File: src/rtl/lcd_timing_pkg.sv
package lcd_timing_pkg;
  localparam int DEF_CNT_W = 13;
  localparam int DEF_DIV_W = 7;
  typedef enum logic [1:0] {
    PH_SYNC  = 2'd0,
    PH_BACK  = 2'd1,
    PH_ACT   = 2'd2,
    PH_FRONT = 2'd3
  } phase_e;
endpackage

File: src/rtl/lcd_pclk_div.sv
module lcd_pclk_div #(
  parameter int DIV_W = 7
) (
  input  logic             clk_i,
  input  logic             rst_ni,
  input  logic             run_i,
  input  logic [DIV_W-1:0] div_m1_i,
  output logic             en_o,
  output logic             pclk_o
);
  logic [DIV_W-1:0] cnt_q;
  logic [DIV_W:0]   half;

  assign half   = ({1'b0, div_m1_i} + {{DIV_W{1'b0}}, 1'b1}) >> 1;
  assign en_o   = run_i && (cnt_q == div_m1_i);
  assign pclk_o = run_i && ({1'b0, cnt_q} >= half);

  always_ff @(posedge clk_i or negedge rst_ni) begin
    if (!rst_ni)              cnt_q <= '0;
    else if (!run_i || en_o)  cnt_q <= '0;
    else                      cnt_q <= cnt_q + 1'b1;
  end
endmodule

File: src/rtl/lcd_axis_cnt.sv
module lcd_axis_cnt
  import lcd_timing_pkg::*;
#(
  parameter int CNT_W = DEF_CNT_W
) (
  input  logic             clk_i,
  input  logic             rst_ni,
  input  logic             run_i,
  input  logic             step_i,
  input  logic [CNT_W-1:0] len_sync_i,
  input  logic [CNT_W-1:0] len_back_i,
  input  logic [CNT_W-1:0] len_act_i,
  input  logic [CNT_W-1:0] len_front_i,
  output logic [CNT_W-1:0] cnt_o,
  output phase_e           phase_o,
  output logic             last_o
);
  logic [CNT_W-1:0] cnt_q, end_sync, end_back, end_act, total;

  // phase boundaries; zero-length parts fall out of the compare chain
  assign end_sync = len_sync_i;
  assign end_back = end_sync + len_back_i;
  assign end_act  = end_back + len_act_i;
  assign total    = end_act + len_front_i;
  assign last_o   = (cnt_q == total - 1'b1);

  always_comb begin
    if (cnt_q < end_sync)      phase_o = PH_SYNC;
    else if (cnt_q < end_back) phase_o = PH_BACK;
    else if (cnt_q < end_act)  phase_o = PH_ACT;
    else                       phase_o = PH_FRONT;
  end

  always_ff @(posedge clk_i or negedge rst_ni) begin
    if (!rst_ni)      cnt_q <= '0;
    else if (!run_i)  cnt_q <= '0;
    else if (step_i)  cnt_q <= last_o ? '0 : cnt_q + 1'b1;
  end

  assign cnt_o = cnt_q;
endmodule

File: src/rtl/lcd_timing_gen.sv
module lcd_timing_gen
  import lcd_timing_pkg::*;
#(
  parameter int CNT_W = DEF_CNT_W,
  parameter int DIV_W = DEF_DIV_W
) (
  input  logic               clk_i,
  input  logic               rst_ni,
  input  logic               ctrl_en_i,
  input  logic               screen_on_i,
  input  logic [31:0]        htim_i,
  input  logic [31:0]        vtim0_i,
  input  logic [31:0]        vtim1_i,
  input  logic [DIV_W+7:0]   pol_i,
  output logic               pix_en_o,
  output logic               pclk_o,
  output logic               hsync_o,
  output logic               vsync_o,
  output logic               de_o,
  output logic               pwr_en_o,
  output logic [CNT_W-1:0]   h_cnt_o,
  output logic [CNT_W-1:0]   v_cnt_o,
  output logic [1:0]         h_phase_o,
  output logic [1:0]         v_phase_o
);
  localparam int POL_W = DIV_W + 8;
  localparam int ACT_SHIFT = 4;

  logic             run, pix_en, pclk_raw, h_last, v_last, frame_end;
  logic [31:0]      htim_q, vtim0_q, vtim1_q;
  logic [POL_W-1:0] pol_q;
  logic [CNT_W-1:0] hs_len, hb_len, ha_len, hf_len;
  logic [CNT_W-1:0] vs_len, vb_len, va_len, vf_len;
  phase_e           h_ph, v_ph;

  assign run       = ctrl_en_i & screen_on_i;
  assign frame_end = pix_en & h_last & v_last;

  // shadow copy: tracks inputs while idle, otherwise reloads only at frame end
  always_ff @(posedge clk_i or negedge rst_ni) begin
    if (!rst_ni) begin
      htim_q  <= '0;
      vtim0_q <= '0;
      vtim1_q <= '0;
      pol_q   <= '0;
    end else if (!run || frame_end) begin
      htim_q  <= htim_i;
      vtim0_q <= vtim0_i;
      vtim1_q <= vtim1_i;
      pol_q   <= pol_i;
    end
  end

  assign hs_len = CNT_W'(htim_q[15:8])  + 1'b1;
  assign hf_len = CNT_W'(htim_q[23:16]) + 1'b1;
  assign hb_len = CNT_W'(htim_q[31:24]) + 1'b1;
  assign ha_len = (CNT_W'(htim_q[7:0]) + 1'b1) << ACT_SHIFT;
  assign va_len = CNT_W'(vtim0_q[11:0])  + 1'b1;
  assign vs_len = CNT_W'(vtim0_q[21:16]) + 1'b1;
  assign vf_len = CNT_W'(vtim0_q[31:24]);
  assign vb_len = CNT_W'(vtim1_q[7:0]);

  lcd_pclk_div #(.DIV_W(DIV_W)) i_div (
    .clk_i    (clk_i),
    .rst_ni   (rst_ni),
    .run_i    (run),
    .div_m1_i (pol_q[DIV_W+7:8]),
    .en_o     (pix_en),
    .pclk_o   (pclk_raw)
  );

  lcd_axis_cnt #(.CNT_W(CNT_W)) i_h_axis (
    .clk_i       (clk_i),
    .rst_ni      (rst_ni),
    .run_i       (run),
    .step_i      (pix_en),
    .len_sync_i  (hs_len),
    .len_back_i  (hb_len),
    .len_act_i   (ha_len),
    .len_front_i (hf_len),
    .cnt_o       (h_cnt_o),
    .phase_o     (h_ph),
    .last_o      (h_last)
  );

  lcd_axis_cnt #(.CNT_W(CNT_W)) i_v_axis (
    .clk_i       (clk_i),
    .rst_ni      (rst_ni),
    .run_i       (run),
    .step_i      (pix_en & h_last),
    .len_sync_i  (vs_len),
    .len_back_i  (vb_len),
    .len_act_i   (va_len),
    .len_front_i (vf_len),
    .cnt_o       (v_cnt_o),
    .phase_o     (v_ph),
    .last_o      (v_last)
  );

  assign pix_en_o  = pix_en;
  assign pclk_o    = pclk_raw ^ pol_q[2];
  assign hsync_o   = (run && h_ph == PH_SYNC) ^ pol_q[1];
  assign vsync_o   = (run && v_ph == PH_SYNC) ^ pol_q[0];
  assign de_o      = (run && h_ph == PH_ACT && v_ph == PH_ACT) ^ pol_q[3];
  assign pwr_en_o  = run ^ pol_q[4];
  assign h_phase_o = h_ph;
  assign v_phase_o = v_ph;
endmodule

File: config.mk
export PLATFORM = sky130hd
export DESIGN_NAME = lcd_timing_gen
export DESIGN_NICKNAME = d
export VERILOG_FILES = /design/src/rtl/lcd_timing_pkg.sv /design/src/rtl/lcd_pclk_div.sv /design/src/rtl/lcd_axis_cnt.sv /design/src/rtl/lcd_timing_gen.sv
export SDC_FILE = /design/constraint.sdc
export NUM_CORES = 1
export LEC_CHECK = 0
export ABC_AREA = 1
export CAP_MARGIN = 25
export CORE_ASPECT_RATIO = 0.5
export CORE_UTILIZATION = 42
export CTS_BUF_LIST = sky130_fd_sc_hd__clkbuf_16
export CTS_CLUSTER_DIAMETER = 50
export CTS_CLUSTER_SIZE = 25
export DETAILED_ROUTE_END_ITERATION = 7
export GPL_TIMING_DRIVEN = 0
export PLACE_DENSITY_LB_ADDON = 0.08
export SLEW_MARGIN = 10
export SYNTH_ARGS = -nofsm -noshare
export SYNTH_HDL_FRONTEND = slang
export SYNTH_SLANG_ARGS = --single-unit
File: constraint.sdc
create_clock -name clk_i -period 10.7 [get_ports clk_i]
set_input_delay 2.14 -clock clk_i [delete_from_list [all_inputs] [get_ports clk_i]]
set_output_delay 2.14 -clock clk_i [all_outputs]
set_load 0.005 [all_outputs]
# Word level (Yosys, flattened, before mapping)
# Index checks and enable logic that the tools add are counted.
[totals] word_cells=71 ff_bits=120
[classes] n_eq_ne=7 add_sub_neg=18 mux=13 reduce_logical=11 bitwise_logic=8 order_cmp=7
[op_table] cell="$mux 13" count=6
[op_table] cell="$lt 13x13->1" count=4
[op_table] cell="$add 8x1->9 const B" count=4
[op_table] cell="$add 13x1->13 const B" count=2
[op_table] cell="$add 13x13->13" count=2
[op_table] cell="$eq 13x13->1" count=2
[op_table] cell="$sub 13x1->13 const B" count=2
[op_table] cell="$add 12x1->13 const B" count=1
[op_table] cell="$add 13x8->13" count=1
[op_table] cell="$add 13x9->13" count=1
[op_table] cell="$lt 13x7->1" count=1
[op_table] cell="$lt 13x9->1" count=1
[op_table] cell="$add 9x9->10" count=1
[op_table] cell="$add 7x8->9" count=1
[op_table] cell="$add 7x1->8 const B" count=1
[op_table] cell="$mux 2" count=4
[op_table] cell="$add 6x1->7 const B" count=1
[op_table] cell="$add 7x1->7 const B" count=1
[op_table] cell="$eq 7x7->1" count=1
[op_table] cell="$ge 7x7->1" count=1
[op_table] cell="$mux 7" count=1
[op_table] cell="$logic_and 1x1->1" count=6
[op_table] cell="$xor 1x1->1" count=5
[op_table] cell="$eq 2x2->1 const B" count=2
[op_table] cell="7 further kinds" count=12

# Longest topological paths before layout
# Gate-level depths: netlist of run 1.
[logic_depth] ltp_word=11 depth_mapped=38 ltp_nobuf=36

# By module
# Synthesis of run 1 repeated with hierarchy kept, for this count alone.
[unflattened] cells_unflattened=1746 hier_area_um2=12218.0
[modules_own_cells] module="lcd_timing_gen" n_inst=1 cells_per_inst=501 area_per_inst_um2=3976.3 seq_area_each_um2=1951.9
[modules_own_cells] module="lcd_axis_cnt (i_h_axis)" n_inst=1 cells_per_inst=569 area_per_inst_um2=3767.4 seq_area_each_um2=325.3
[modules_own_cells] module="lcd_axis_cnt (i_v_axis)" n_inst=1 cells_per_inst=572 area_per_inst_um2=3763.6 seq_area_each_um2=325.3
[modules_own_cells] module="lcd_pclk_div" n_inst=1 cells_per_inst=104 area_per_inst_um2=710.7 seq_area_each_um2=175.2

# Least setup slack after synthesis of run 1
# OpenSTA, ideal clock, no wires.
[synth_timing] kind="reg-to-output" start="register htim_q[8]" end="output port de_o" t_required_ps=8560 path_stages_with_launch=31 arrival_ps=3966 setup_slack_ps=4594 n_path_buf=0 cell_sequence="dfrtp_1 ha_1 xor2_1 ha_1 a21oi_1 nand2_1 nand2_1 a21oi_1 nor2_1 o21ai_0 a21o_1 xor2_1 inv_1 ha_1 nand2_1 nand3b_4 nand2_4 nand3_1 o211ai_1 inv_1 ha_1 nand2_1 nor2_1 nand2_1 o211ai_1 a31oi_1 nand4_1 inv_1 nand2_1 nand2_1 nand2_1"
[synth_between] elab_chain_len=11
[synth_rtl] element="from (decl)" line_no="lcd_timing_gen.sv:30" source="logic [31:0] htim_q, vtim0_q, vtim1_q;"
[synth_rtl] element="from (signal assigned)" line_no="lcd_timing_gen.sv:47" source="htim_q <= htim_i;"
[synth_rtl] element="$add 8x1->9 *" line_no="lcd_timing_gen.sv:54" source="assign hs_len = CNT_W'(htim_q[15:8]) + 1'b1;"
[synth_rtl] element="$add 9x9->10" line_no="lcd_axis_cnt.sv:22" source="assign end_back = end_sync + len_back_i;"
[synth_rtl] element="$add 13x13->13" line_no="lcd_axis_cnt.sv:23" source="assign end_act = end_back + len_act_i;"
[synth_rtl] element="$lt 13x13->1" line_no="lcd_axis_cnt.sv:30" source="else if (cnt_q < end_act) phase_o = PH_ACT;"
[synth_rtl] element="$mux 1" line_no="lcd_axis_cnt.sv:30"
[synth_rtl] element="$mux 2" line_no="lcd_axis_cnt.sv:29" source="else if (cnt_q < end_back) phase_o = PH_BACK;"
[synth_rtl] element="$mux 2 *" line_no="lcd_axis_cnt.sv:28" source="if (cnt_q < end_sync) phase_o = PH_SYNC;"
[synth_rtl] element="$eq 2x2->1 *" line_no="lcd_timing_gen.sv:104" source="assign de_o = (run && h_ph == PH_ACT && v_ph == PH_ACT) ^ pol_q[3];"
[synth_rtl] element="$logic_and 1x1->1 * (2 in a row)" line_no="lcd_timing_gen.sv:104"
[synth_rtl] element="$xor 1x1->1 *" line_no="lcd_timing_gen.sv:104"
[synth_rtl] element="to (decl)" line_no="lcd_timing_gen.sv:19" source="output logic de_o,"
# Mark *: on every way between the ends. The rest lies on a longest branch, timed or not.

# Worst setup path in the final report of run 1
# Same ends and word-level chain as after synthesis.

==> results.yml, run 1 <==
setup_path:
  crit_slowest_cell: "clkdlybuf4s50_1"
  required_ps: 8560
  worst_path_largest_cell_delay_ps: 500
  worstReg2RegStart: "vtim0_q[16]$_DFFE_PN0P_"
  crit_start: "htim_q[8]$_DFFE_PN0P_"
  regToRegSetupSlack_ps: 4390
  end_kind: "output port"
  cp.arrival_ps: 5750
  r2r_cells: 37
  crit_type: "reg -> out"
  crit_fanout: 5
  cpMostUsedCell: "inv_1"
  r2r_end: "htim_q[28]$_DFFE_PN0P_"
  path_delay_family: "adder cells"
  worst_setup_path_start_kind: "register"
  cp_num_buf_inv: 7
yosys:
  ys_ff_latch: 111
  syn_nets: 1626
  synthTopCellsByCount: "nand2_1 (291), inv_1 (177), nand3_1 (145)"
  synth_area_leader_cell: "dfrtp_1"
  synth_most_common_cell: "nand2_1"
  yosys_most_used_dff: "dfrtp_1"
  synth_area_sq_um: 10800
  synth.avg_cell_area_sq_um: 7.78
  synth_top_area_share: 0.258
  synth_area_leaders: "dfrtp_1 (26%), ha_1 (14%), nand2_1 (10%), nand3_2 (8.7%), nand3_1 (6.7%)"
  synth.distinct_cells: 52
  yosys_warnings: 0
  synth_seq_area_share: 0.258
  synth_edf_count: 0
  async_flop_share: 1.00
  synthCells: 1387
pwr:
  powerDensity_nw_per_um2: 162
  p_leak_nw: 6.40
  total_power_mw: 2.07
  ir_drop_mv: 0.0974
layout:
  final_util: 0.506
  fillers: 2465
  syn2layout_area_growth_pct: 18.1
  layout-drive-gt1-share: 0.127
  nets: 1755
  fin_cells: 1867
global_routing:
  overflow: 0
  track_usage: 0.225
  grt_max_degree: 84
  grt_pass1_wl_um: 46300
  antenna_found_initial: 2
  grt_pass1_vias: 9208
sta:
  tightest_slew_ps: 641
  max_freq_ghz: 0.127
  hold_violations: 0
  fin_crit_ps: 7890
  worst_clock_skew_ps: 9.72
  slew_headroom: 0.569
  fin_crit_sh: 0.738
  setup_tns_ps: 0
  slew_viol_final: 0
  setup_violations: 0
  rsz0062_at_grt: "no"
die:
  die_w_um: 229
  coreArea_sq_um: 25200
  boundaryPins: 151
  chipHeight_um: 115
  row_count: 41
  die_area_sq_um: 26400
  initial_utilization: 0.428
clocking:
  post-cts-setup-buffers: 0
  post_cts_resized: 0
  cts_buffers: 9
  cts.hold.buffers_added: 0
  clkTransAtPathRegs_ps: 80
  cts_sinks: 111
  clockRootBuffer: "clkbuf_16"
  clk_latency_ps: 390
  h-tree-depth: 3
  cts_tree: "done"
  cts_buffer_depth: 2
placement:
  port_buffers: 117
  gp_congestion: 0.908
  hpwl_um: 23200
  dp_cells: 1849
drt:
  drtIter0Drc: 535
  wl_per_cell_um: 15.4
  wl_um: 28700
  vias: 9615
  drt_first_pass_iters: 5
  vias_per_cell: 5.15
  antenna_left: 0
  post-route-drc-count: 0
min_path:
  hold_path.class: "reg -> reg"
  whs_path_depth: 2
  min_to: "vtim0_q[24]$_DFFE_PN0P_"
  hp-start: "vtim0_q[24]$_DFFE_PN0P_"
status:
  outcome: "finished, final reports clean"
run:
  cap_violations: 0
## report_power, final
part | switching (mW) | internal [mW]
clock network | 0.174 | 0.206
registers | 0.0322 | 0.446
logic | 0.709 | 0.498
## how the worst max path moves through the flow
stage | end | cells after the start
after detailed placement | de_o | 31
after global routing | de_o | 31
after floorplan | de_o | 30
after CTS | de_o | 31
after global placement | vtim1_q[3]$_DFFE_PN0P_ | 1
final | de_o | 31
## sequential cells by signal (all words and copies together), names as in the netlist
register / count
htim_q: 32
vtim0_q: 26
i_h_axis.cnt_o: 13
i_v_axis.cnt_o: 13
pol_q: 12
vtim1_q: 8
i_div.cnt_q: 7
## per-layer routing
metal  up-vias  part of all wire  global-route usage  routed length, um
met5         -                 0                   0                  0
met4         0             0.017              0.0711                498
met3        29             0.034              0.0409                968
met2       165              0.46               0.380              13300
met1      4576              0.48               0.295              13900
li1       4845                 -                   -                  -
## kinds of logic (layout without fill, tap and decap cells)
kind of cell               count (synthesis)  in the layout  share of synthesized area
and+or+nand+nor                          690            690                      0.345
AOI/OAI and AO/OA                        143            143                     0.0761
other                                      0              2                          0
DFF                                      111            111                      0.258
xor gates and xnor gates                  88             88                     0.0722
buffers and inverters                    231            365                      0.101
adders and majority gates                124            124                      0.148
## cells in the final DEF, fill, tap and decap left out, drive strengths merged, types with 22 or more instances in the layout
master	instances
dfrtp	111
nand3	239
ha	118
o21ai	45
xor2	69
nand2	309
inv	189
a21oi	58
clkbuf	22
nor2	70
buf	32
clkdlybuf4s50	116
## metrics by stage
| step | hold slack [ps] | instance area [sq um] | worst slack [ps] |
|---|---|---|---|
| 2_1_floorplan | 476 | 10800 | 4590 |
| 3_3_place_gp | 498 | 12400 | 2920 |
| 6_report | 507 | 12700 | 2810 |
| 4_1_cts | 515 | 12700 | 2850 |
| 3_5_place_dp | 496 | 12400 | 3310 |
| 5_1_grt | 528 | 12700 | 2320 |
## final cells by class
class	instances	area (sq um)	share of cell area
inverters	188	708	0.0556
well taps	344	430	0.0338
plain buffers	43	385	0.0302
clock buffers	9	225	0.0177
multi-input cells	1045	6910	0.543
diodes	2	5.00	0.000393
repair buffers	118	1200	0.0942
clock inverters	7	96.3	0.00756
flip-flops and latches	111	2780	0.218
## worst min-delay path: stages (launching register included)
cell and delay [ps]:
dfrtp_1 340, nand3_1 70, nand2_1 60
No activity file was read; power rests on OpenSTA's default activity.
==> inputs of run 2 (changes only) <==
- clock period: 10.7 -> 6.64 ns (I/O delays scaled with it)
==> run 2 against run 1 <==
  * Flip-flop and latch count is the same
  * Final cell count increased by 1.3%
  * Worst hold slack about the same
  * Routed wire length up 2.2%
  * Critical path type unchanged
  * Setup slack worse by 2500 ps
  * Clock-buffer cell count did not move
  * Final area up 3.9%
  * Power up 66%
==> results.yml, run 2 (synthesized netlist as in run 1, its figures left out) <==
clocking:
  cts_sinks: 111
  clk_latency_ps: 380
  h-tree-depth: 3
  cts_tree: "done"
  clockRootBuffer: "clkbuf_16"
  cts.hold.buffers_added: 0
  cts_buffer_depth: 2
  cts_buffers: 9
  clkTransAtPathRegs_ps: 80
setup_path:
  crit_type: "reg -> out"
  worst_setup_path_start_kind: "register"
  worst_path_largest_cell_delay_ps: 440
  r2r_end: "htim_q[28]$_DFFE_PN0P_"
  regToRegSetupSlack_ps: 560
  cpMostUsedCell: "nand2_1"
  cp.arrival_ps: 4990
  end_kind: "output port"
  required_ps: 5310
  cp_num_buf_inv: 5
  path_delay_family: "simple AND/OR/NAND/NOR gates"
  crit_slowest_cell: "dfrtp_1"
  r2r_cells: 35
  crit_fanout: 4
  worstReg2RegStart: "vtim0_q[16]$_DFFE_PN0P_"
pwr:
  switchingPower_mw: 1.52
  p_leak_nw: 6.56
  combPwrFrac: 0.596
  ir_drop_mv: 0.158
  switching_share: 0.442
  p_seq_frac: 0.226
  total_power_mw: 3.43
  intPower_mw: 1.92
  powerDensity_nw_per_um2: 259
  p_clk_frac: 0.178
die:
  die_w_um: 229
  row_count: 41
  coreArea_sq_um: 25200
  die_area_sq_um: 26400
  chipHeight_um: 115
  boundaryPins: 151
  initial_utilization: 0.428
layout:
  final_cell_mix: "nand2_1 (287), inv_1 (174), nand3_1 (141)"
  syn2layout_area_growth_pct: 22.8
  layout-drive-gt1-share: 0.173
  top_register: "htim_q"
  final_common_cell: "nand2_1"
  fin_area_sq_um: 13200
  fin_cells: 1891
  largest_reg_flops: 32
  top_regs: "htim_q x32, vtim0_q x26"
  fillers: 2411
  nets: 1779
placement:
  port_buffers: 117
  dp_cells: 1849
  hpwl_um: 23200
  dpl_cell_area_sq_um: 12400
  gp_congestion: 0.908
sta:
  fin_crit_ps: 6320
  max_freq_ghz: 0.158
  hold_violations: 0
  worst_clock_skew_ps: 8.78
  slew_viol_final: 0
  setup_violations: 0
  fin_crit_sh: 0.952
  tightest_slew_ps: 653
  slew_headroom: 0.565
drt:
  vias_per_cell: 5.15
  post-route-drc-count: 0
  wl_per_cell_um: 15.5
  drtIter0Drc: 559
  antenna_left: 0
  wl_um: 29300
  drt_first_pass_iters: 5
  vias: 9731
min_path:
  hold_path.class: "reg -> reg"
  min_to: "vtim0_q[24]$_DFFE_PN0P_"
  whs_path_depth: 2
  hp-start: "vtim0_q[24]$_DFFE_PN0P_"
global_routing:
  grt_pass1_wl_um: 46900
  antenna_found_initial: 2
  track_usage: 0.228
  overflow: 0
  grt_max_degree: 84
  grt_pass1_vias: 9311
run:
  cap_violations: 0
status:
  outcome: "finished, final reports clean"
-- run 2: changes by cell type in the layout (fill, tap and decap cells not counted), moves of 4 or more --
cell     previous run  this run
a21oi_1            58        49
buf_4               2        25
a21oi_2             0         8
nand2_1           291       287
xor2_1             69        59
nand3_1           145       141
ha_4                0         7
nand2_2            13        17
xor2_2              0         8
ha_1              118       109
-- run 2: power groups by stage --
stage | Clock [mW] | Combinational, mW | Sequential, mW
2_1_floorplan | 0 | 1.54 | 0.766
3_3_place_gp | 0 | 1.89 | 0.784
3_5_place_dp | 0 | 1.94 | 0.785
4_1_cts | 0.630 | 1.99 | 0.773
5_1_grt | 0.655 | 2.35 | 0.781
6_report | 0.612 | 2.05 | 0.775
-- run 2: metal layers --
metal,up-vias,global-route usage,share of wire
met3,33,0.0412,0.038
li1,4886,-,-
met5,-,0,0
met2,174,0.385,0.47
met1,4638,0.298,0.47
met4,0,0.0720,0.018
-- run 2: worst max path at each step --
stage | start | endpoint | slack (ps) | cells past startpoint
global route | htim_q[9]$_DFFE_PN0P_ | de_o | -20 | 32
CTS | htim_q[8]$_DFFE_PN0P_ | h_phase_o[0] | 90 | 26
floorplan | htim_q[8]$_DFFE_PN0P_ | de_o | 1350 | 30
finish | htim_q[9]$_DFFE_PN0P_ | de_o | 320 | 32
detailed placement | htim_q[8]$_DFFE_PN0P_ | de_o | 60 | 31
global placement | rst_ni | vtim1_q[3]$_DFFE_PN0P_ | -330 | 1
-- run 2: what timing repair did --
action                     4_1_cts  5_1_grt
cloned                           0        0
setup endpoints to repair        2       81
resized for setup               23       43
setup buffers                   12       12
pin swaps                       10       24
-- run 2: through the flow --
step	hold slack, ps	setup WS (ps)	util	TNS, ps
2_1_floorplan	476	1350	-	0
3_3_place_gp	498	-333	0.492	-34940
3_5_place_dp	496	62.2	0.493	0
4_1_cts	515	95.0	0.515	0
5_1_grt	529	-15.8	0.526	-15.8
6_report	507	321	0.526	0
-- run 2: area by class of cell --
type	instances	area, sq um	share of cell area
flip-flops and latches	111	2780	0.210
plain buffers	43	388	0.0293
inverters	188	708	0.0535
clock buffers	9	225	0.0170
clock inverters	7	96.3	0.00728
repair buffers	142	1390	0.105
diodes	2	5.00	0.000378
well taps	344	430	0.0325
multi-input cells	1045	7220	0.545
-- run 2: worst register-to-register path: cells and delay by family, from the launching register on --
family | cells | cell delay (ps)
adders and majority gates | 4 | 1070
and+or+nand+nor | 18 | 2140
xor gates and xnor gates | 3 | 600
buffers and inverters | 3 | 570
DFF | 1 | 450
AOI/OAI and AO/OA | 7 | 1100
==> inputs of run 3 (changes only) <==
- CTS_CLUSTER_DIAMETER: 50 -> not set
==> results of run 3 <==
Same layout as run 2: the final DEF is identical, and so are final timing and power.
